**config.mk**
```make
export PLATFORM = sky130hd
export DESIGN_NAME = wfault_recorder
export DESIGN_NICKNAME = d
export VERILOG_FILES = /design/src/rtl/wfr_pkg.sv /design/src/rtl/wfr_tracker.sv /design/src/rtl/wfr_log.sv /design/src/rtl/wfault_recorder.sv
export SDC_FILE = /design/constraint.sdc
export NUM_CORES = 1
export LEC_CHECK = 0
export ABC_AREA = 1
export BUFFER_PORTS_ARGS = -buffer_cell sky130_fd_sc_hd__buf_2
export CAP_MARGIN = 10
export CORE_ASPECT_RATIO = 0.7
export CORE_MARGIN = 4
export CORE_UTILIZATION = 35
export DETAILED_ROUTE_END_ITERATION = 6
export REMOVE_ABC_BUFFERS = 1
export SKIP_CTS_REPAIR_TIMING = 1
export SLEW_MARGIN = 40
export SYNTH_ARGS = -nofsm -noshare
export SYNTH_HDL_FRONTEND = slang
export SYNTH_SLANG_ARGS = --single-unit
```
**constraint.sdc**
```tcl
create_clock -name clk -period 2.7 [get_ports clk]
set_clock_uncertainty 0.15 [all_clocks]
set_input_delay 0.135 -clock clk [delete_from_list [all_inputs] [get_ports clk]]
set_output_delay 0.135 -clock clk [all_outputs]
set_load 0.005 [all_outputs]
```
**src/rtl/wfr_pkg.sv**
```systemverilog
package wfr_pkg;

    localparam logic [3:0] STAT_RESV = 4'h8;

    typedef struct packed {
        logic       err;
        logic       le;
        logic       to;
        logic       be;
        logic [2:0] size;
        logic       sup;
        logic       me;
        logic       rd;
        logic       fav;
    } flt_stat_t;

    typedef struct packed {
        logic [2:0] size;
        logic       sup;
    } wr_attr_t;

    function automatic logic [31:0] pack_stat(flt_stat_t s);
        return {s.err, s.le, s.to, s.be, s.size, s.sup, STAT_RESV,
                s.me, s.rd, s.fav, 17'b0};
    endfunction

endpackage

```
**src/rtl/wfr_tracker.sv**
```systemverilog
module wfr_tracker
    import wfr_pkg::*;
#(
    parameter int TO_CYC = 640,
    parameter int ADDR_W = 32
) (
    input  logic              clk,
    input  logic              rst_n,
    input  logic              start_i,
    input  logic [ADDR_W-1:0] addr_i,
    input  wr_attr_t          attr_i,
    input  logic              ack_i,
    input  logic              eack_i,
    output logic              be_o,
    output logic              to_o,
    output logic              have_o,
    output wr_attr_t          attr_o,
    output logic [ADDR_W-1:0] addr_o
);
    localparam int CW = (TO_CYC < 2) ? 1 : $clog2(TO_CYC);

    typedef struct packed {
        logic              pend;
        logic [CW-1:0]     cnt;
        logic              have;
        wr_attr_t          attr;
        logic [ADDR_W-1:0] addr;
    } trk_t;

    trk_t trk_d, trk_q;

    always_comb begin
        trk_d = trk_q;
        be_o  = trk_q.pend && eack_i;
        to_o  = trk_q.pend && !eack_i && !ack_i && (trk_q.cnt == CW'(TO_CYC - 1));
        if (trk_q.pend && (eack_i || ack_i || to_o)) begin
            trk_d.pend = 1'b0;
        end else if (trk_q.pend) begin
            trk_d.cnt = trk_q.cnt + 1'b1;
        end
        if (start_i) begin
            trk_d.pend = 1'b1;
            trk_d.cnt  = '0;
            trk_d.have = 1'b1;
            trk_d.attr = attr_i;
            trk_d.addr = addr_i;
        end
        have_o = trk_q.have;
        attr_o = trk_q.attr;
        addr_o = trk_q.addr;
    end

    always_ff @(posedge clk) begin
        if (!rst_n) trk_q <= '0;
        else        trk_q <= trk_d;
    end

    AST_CNT_BELOW_LIMIT: assert property (@(posedge clk) disable iff (!rst_n)
        trk_q.pend |-> (trk_q.cnt < CW'(TO_CYC)));

    AST_FAULT_ENDS_WRITE: assert property (@(posedge clk) disable iff (!rst_n)
        ((be_o || to_o || (trk_q.pend && ack_i)) && !start_i) |=> !trk_q.pend);

endmodule

```
**src/rtl/wfr_log.sv**
```systemverilog
module wfr_log
    import wfr_pkg::*;
#(
    parameter int ADDR_W = 32
) (
    input  logic              clk,
    input  logic              rst_n,
    input  logic              be_i,
    input  logic              to_i,
    input  logic              le_i,
    input  logic              rd_i,
    input  logic              have_i,
    input  wr_attr_t          attr_i,
    input  logic [ADDR_W-1:0] addr_i,
    input  logic              clr_i,
    output flt_stat_t         stat_o,
    output logic [ADDR_W-1:0] addr_o
);
    typedef struct packed {
        flt_stat_t         s;
        logic [ADDR_W-1:0] addr;
    } log_t;

    log_t       log_d, log_q;
    logic [1:0] n_evt;

    always_comb begin
        log_d = clr_i ? '0 : log_q;
        n_evt = {1'b0, be_i} + {1'b0, to_i} + {1'b0, le_i};
        if (n_evt != 2'd0) begin
            if (log_d.s.err) begin
                log_d.s.me = 1'b1;
            end else begin
                log_d.s.err  = 1'b1;
                log_d.s.be   = be_i;
                log_d.s.to   = !be_i && to_i;
                log_d.s.le   = !be_i && !to_i && le_i;
                log_d.s.me   = (n_evt > 2'd1);
                log_d.s.size = attr_i.size;
                log_d.s.sup  = attr_i.sup;
                log_d.s.rd   = rd_i;
                log_d.s.fav  = have_i;
                log_d.addr   = have_i ? addr_i : '0;
            end
        end
        stat_o = log_q.s;
        addr_o = log_q.addr;
    end

    always_ff @(posedge clk) begin
        if (!rst_n) log_q <= '0;
        else        log_q <= log_d;
    end

    AST_ERR_SUMMARY: assert property (@(posedge clk) disable iff (!rst_n)
        log_q.s.err == (log_q.s.le || log_q.s.to || log_q.s.be));

    AST_ONE_CAUSE: assert property (@(posedge clk) disable iff (!rst_n)
        $countones({log_q.s.le, log_q.s.to, log_q.s.be}) <= 1);

    AST_KEEP_FIRST: assert property (@(posedge clk) disable iff (!rst_n)
        (log_q.s.err && !clr_i) |=> ($stable(log_q.addr) && log_q.s.err));

    AST_ME_NEEDS_ERR: assert property (@(posedge clk) disable iff (!rst_n)
        log_q.s.me |-> log_q.s.err);

    AST_CLEAR_EMPTIES: assert property (@(posedge clk) disable iff (!rst_n)
        (clr_i && !be_i && !to_i && !le_i) |=> (!log_q.s.err && !log_q.s.me && log_q.addr == '0));

endmodule

```
**src/rtl/wfault_recorder.sv**
```systemverilog
module wfault_recorder
    import wfr_pkg::*;
#(
    parameter longint CLK_HZ = 50_000_000,
    parameter int     ADDR_W = 32
) (
    input  logic              clk,
    input  logic              rst_n,
    input  logic              wr_start,
    input  logic [ADDR_W-1:0] wr_addr,
    input  logic [2:0]        wr_size,
    input  logic              wr_super,
    input  logic              wr_ack,
    input  logic              wr_err_ack,
    input  logic              late_err,
    input  logic              rd_busy,
    input  logic              reg_sel,
    input  logic              reg_wr,
    output logic [31:0]       reg_rdata,
    output logic              irq
);
    localparam int TO_CYC = int'((CLK_HZ * 128) / 64'd10_000_000);

    wr_attr_t          new_attr, cur_attr;
    logic              be_evt, to_evt, have_wr, clr;
    logic [ADDR_W-1:0] cur_addr, flt_addr;
    flt_stat_t         stat;

    always_comb begin
        new_attr.size = wr_size;
        new_attr.sup  = wr_super;
        clr           = reg_wr && !reg_sel;
    end

    wfr_tracker #(.TO_CYC(TO_CYC), .ADDR_W(ADDR_W)) u_trk (
        .clk    (clk),
        .rst_n  (rst_n),
        .start_i(wr_start),
        .addr_i (wr_addr),
        .attr_i (new_attr),
        .ack_i  (wr_ack),
        .eack_i (wr_err_ack),
        .be_o   (be_evt),
        .to_o   (to_evt),
        .have_o (have_wr),
        .attr_o (cur_attr),
        .addr_o (cur_addr)
    );

    wfr_log #(.ADDR_W(ADDR_W)) u_log (
        .clk   (clk),
        .rst_n (rst_n),
        .be_i  (be_evt),
        .to_i  (to_evt),
        .le_i  (late_err),
        .rd_i  (rd_busy),
        .have_i(have_wr),
        .attr_i(cur_attr),
        .addr_i(cur_addr),
        .clr_i (clr),
        .stat_o(stat),
        .addr_o(flt_addr)
    );

    always_comb begin
        reg_rdata = reg_sel ? 32'(flt_addr) : pack_stat(stat);
        irq       = stat.err;
    end

    AST_IRQ_RISE_CAUSE: assert property (@(posedge clk) disable iff (!rst_n)
        $rose(irq) |-> $past(be_evt || to_evt || late_err));

endmodule

```
-- Yosys cells after proc, flatten, opt, wreduce, memory -nomap -nowiden
Index checks and enable logic that the tools add are counted.
W data, S select, Z words.
- input bits: 45
- logic and storage cells: 55
- output and inout bits: 33
- flip-flop bits (word level): 91
- reduce and logical (&&, ||, !) cells: 21
- bitwise operators: 2
- add/sub/neg operators: 3
- multiplexer cells: 11
- order comparisons: 1
- equal/unequal tests: 1
- operators with widths (operator ; number):
    $mux W43 ; 2
    $mux W32 ; 2
    $mux W48 ; 1
    $mux W34 ; 1
    $mux W10 ; 2
    $add A10 B1 Y10 const B ; 1
    $eq A10 B10 Y1 const B ; 1
    $logic_and A1 B1 Y1 ; 9
    $mux W7 ; 1
    $reduce_bool A2 Y1 ; 3
    $logic_not A1 Y1 ; 5
    $add A1 B1 Y2 ; 1
    $add A2 B1 Y2 ; 1
    $gt A2 B1 Y1 const B ; 1
    $logic_or A1 B1 Y1 ; 2
    $mux W1 ; 2
    $not A1 Y1 ; 2
    $reduce_and A2 Y1 ; 1
    $reduce_or A2 Y1 ; 1

-- Longest topological paths before layout
- depth in word-level cells: 9
- depth in mapped cells: 12
- mapped depth without buffers: 11

-- Hierarchy
From an unflattened synthesis, not the netlist that was laid out.
- cell total of the unflattened synthesis: 717
- area total of the unflattened synthesis: 4603.2 um^2
- modules (own cells, without submodules) (module ; instances ; area each (um^2) ; seq. area each (um^2) ; cells an instance):
    wfr_tracker ; 1 ; 2143.3 ; 960.9 ; 286
    wfr_log ; 1 ; 2109.5 ; 860.8 ; 348
    wfault_recorder ; 1 ; 350.3 ; 0.0 ; 83

-- Least setup slack after synthesis
Ideal clock, no wire load.
- path kind: reg2reg
- from: register u_trk.trk_q[37] in the netlist's numbering
- to: register u_log.log_q, in the netlist u_log.addr_o[10]
- stages on the path, launching flop included: 12
- arrival: 2.165 ns
- data required time: 2.480 ns
- path slack: 0.314 ns
- period minus slack after synthesis: 2.386 ns
- setup time: 0.070 ns
- path buffers: 1
- path through: dfxtp_1 ha_1 nand2_1 nor2_4 nand2_4 inv_1 fa_1 nor2_2 o21a_1 buf_2 nand2_1 a21oi_1
- longest elaborated chain between the ends: 6
- ends and longest elaborated chain (element ; line ; RTL):
    start, declared ; wfr_tracker.sv:30 ; trk_t trk_d, trk_q;
    start signal, assigned ; wfr_tracker.sv:55 ; else trk_q <= trk_d;
    $eq A10 B10 Y1 ; wfr_tracker.sv:35 ; to_o = trk_q.pend && !eack_i && !ack_i && (trk_q.cnt == CW'(TO_CYC - 1));
    $logic_and A1 B1 Y1 ; wfr_tracker.sv:35 ;
    $add A1 B1 Y2 ; wfr_log.sv:29 ; n_evt = {1'b0, be_i} + {1'b0, to_i} + {1'b0, le_i};
    $add A2 B1 Y2 ; wfr_log.sv:29 ;
    $reduce_bool A2 Y1 ; wfr_log.sv:30 ; if (n_evt != 2'd0) begin
    $mux W43 ; wfr_log.sv:30 ;
    end signal, assigned ; wfr_log.sv:52 ; else log_q <= log_d;
    end, declared ; wfr_log.sv:24 ; log_t log_d, log_q;
No other way between the ends.
A chain may end at the register's enable or synchronous reset.

-- Final worst setup path
- from: register u_trk.trk_q[37] in the netlist's numbering
- to: register u_log.log_q, in the netlist u_log.stat_o[1]
Same word-level chain as after synthesis.

==> flow_summary_export.csv <==
group,metric,value,unit
status,outcome,"finished, final reports clean",
floorplanning,die_area,12500,µm²
min_path,hp-class,"in2reg",
floorplanning,die_w,132,µm
sta,relSlewSlack,0.589,
routing,wl_per_cell,12.8,µm
routing,ant_nets,0,
layout,design_area,4970,µm²
clocking,cts_tree,"yes",
place,dp_slack,0.0324,ns
grt,grt_util_met2,0.232,
critical_path,crit_start,"u_trk.trk_q[37]",
floorplanning,initial_core_util,0.360,
clocking,cts_buffers,9,
clocking,clockBufferDepth,2,
grt,busiest_layer,"met2",
critical_path,cp.required,2.82,ns
routing,drt_iter0_drc,194,
yosys,synth_most_common_cell,"nand2_1",
sta,setup_tns,0,ns
floorplanning,coreArea,10400,µm²
routing,vias,3522,
critical_path,path_class,"reg2reg",
sta,grt_setup_unrepaired,"no",
clocking,clk_latency,0.34,ns
sta,timing.final.crit_share,0.948,
yosys,yosys.area.top_type,"dfxtp_1",
routing,routed_wl,9.87,mm
critical_path,reg2reg_from,"u_trk.trk_q[37]",
flow_run,drv_cap,0,
grt,grt_pass1_wl,15.2,mm
grt,grt_max_degree,41,
yosys,netlist_top_cells_count,"nand2_1 (157), dfxtp_1 (91), nor2_1 (84)",
place,dpl-instance-area,4250,µm²
routing,firstDrtPassIters,5,
yosys,synth_top_area_frac,0.485,
clocking,cts-root-buf,"clkbuf_16",
critical_path,crit_fanout,20,
yosys,syn_area,3760,µm²
sta,fin_hold_ws,0.0125,ns
grt,grtUsageMet1,0.205,
yosys,synth_ff_type,"dfxtp_1",
sta,worst_pin_slew,0.616,ns
critical_path,startpoint_type,"flop",
critical_path,cp-end-kind,"flop",
critical_path,cp_data_arrival_time,2.68,ns
clocking,clkSlewWorstSetupHoldPaths,0.06,ns
place,dp_hpwl,6.21,mm
layout,antenna_cells,0,
layout,stdcell_count,770,
grt,gr-total-overflow,0,
routing,drcViolationCount,0,
sta,finalCriticalPeriod,2.56,ns
min_path,min_from,"wr_err_ack",
sta,fin_ws,0.140,ns
grt,antenna_found_initial,0,
place,port_buffers,77,
routing,via_per_inst,4.57,
clocking,clock-sinks,91,
grt,gr-usage-met3,0.0469,
sta,maxSlewViolCount,0,
sta,setup_viol,0,
place,dp.cells,714,
pwr,vdd.ir_drop.worst,333,µV
floorplanning,die_y,94.7,µm
yosys,ys_ff_latch,91,
pwr,total_power,2.98,mW
pwr,cellPowerDensity,599,nW/µm²
pwr,power_leakage,2.32,nW
yosys,synthCells,525,
place,place.gp.congestion,0.918,
layout,finalNetCount,680,
yosys,yosysWarnings,0,
sta,hold_viol,0,
grt,grt_pass1_vias,3182,
floorplanning,rows,31,
clocking,htree_levels,3,
yosys,synth_seq_area_share,0.485,
yosys,async_flop_share,0,
critical_path,r2r_slack,0.14,ns
yosys,synth_edf_count,0,
yosys,synth.area.top_cells,"dfxtp_1 (48%), nand2_1 (16%), nor2_1 (8.4%)",
yosys,ys_types,25,
grt,grt_usage,0.151,
floorplanning,ios,78,
layout,area_delta_synth_final,32.2,%
layout,fin_util,0.476,
yosys,syn_avg_cell_area,7.16,µm²
layout,drive_above_1_share,0.183,
sta,max_freq,0.391,GHz
## state kept, by name (all words and copies together), names as in the netlist
register      count
u_log.addr_o     32
u_trk.addr_o     32
u_log.stat_o     11
u_trk.trk_q      11
u_trk.attr_o      4
u_trk.have_o      1
## path summary, 6_finish.rpt
path / cells after the start / endpoint
max reg2reg: 11 / u_log.stat_o[1]
min reg2reg: 2 / u_log.addr_o[28]
min: 4 / u_log.stat_o[9]
max: 11 / u_log.stat_o[1]
## area by class of cell
| cell class | count | area, µm² |
|---|---|---|
| timing repair buffer | 124 | 876 |
| sequential | 91 | 1820 |
| clock buffer | 15 | 288 |
| inverter | 38 | 143 |
| tap | 132 | 165 |
| clock inverter | 1 | 5.00 |
| fill | 1068 | 5460 |
| multi-input combinational | 369 | 1670 |
## power breakdown
part / internal, mW / switching (mW)
registers: 1.40 / 0.0300
logic: 0.145 / 0.186
clock network: 0.724 / 0.489
total: 2.27 / 0.705
## cells in the final DEF (no fill, tap or decap), types with 3 or more instances in the layout
master,synthesis,layout
nor2_4,1,3
nand3_1,11,11
nand2_4,4,4
buf_4,0,6
buf_2,9,77
a21oi_1,54,54
clkbuf_8,0,4
clkbuf_16,0,10
o21ai_0,40,40
nand2_1,157,157
dfxtp_1,91,91
dlygate4sd3_1,0,38
inv_2,2,3
nor2_1,84,84
xor2_1,3,3
inv_1,36,35
nand4_1,3,3
## kinds of logic (layout without fill, tap and decap cells)
group                      Yosys count  count (layout)  share of synthesized area
DFF                                 91              91                      0.485
and+or+nand+nor                    265             266                      0.287
xor gates and xnor gates             5               5                     0.0116
buffers and inverters               66             178                     0.0769
AOI/OAI and AO/OA                   96              96                      0.131
adders and majority gates            2               2                    0.00865
## per-layer routing
layer / vias to the layer above / part of all wire
met5: - / 0
met4: 0 / 0.012
met3: 6 / 0.059
met2: 98 / 0.43
met1: 1561 / 0.50
li1: 1857 / -
## critical path, cell delays in order, from the launching register on
cell and delay [ns]:
dfxtp_1 0.38, ha_2 0.23, nand2_1 0.11, nor2_4 0.18, nand2_4 0.11, inv_2 0.10, fa_2 0.50, nor2_4 0.16
o21a_2 0.19, clkbuf_16 0.20, nand2_1 0.06, a21oi_1 0.14
(Power assumes the default switching activity.)
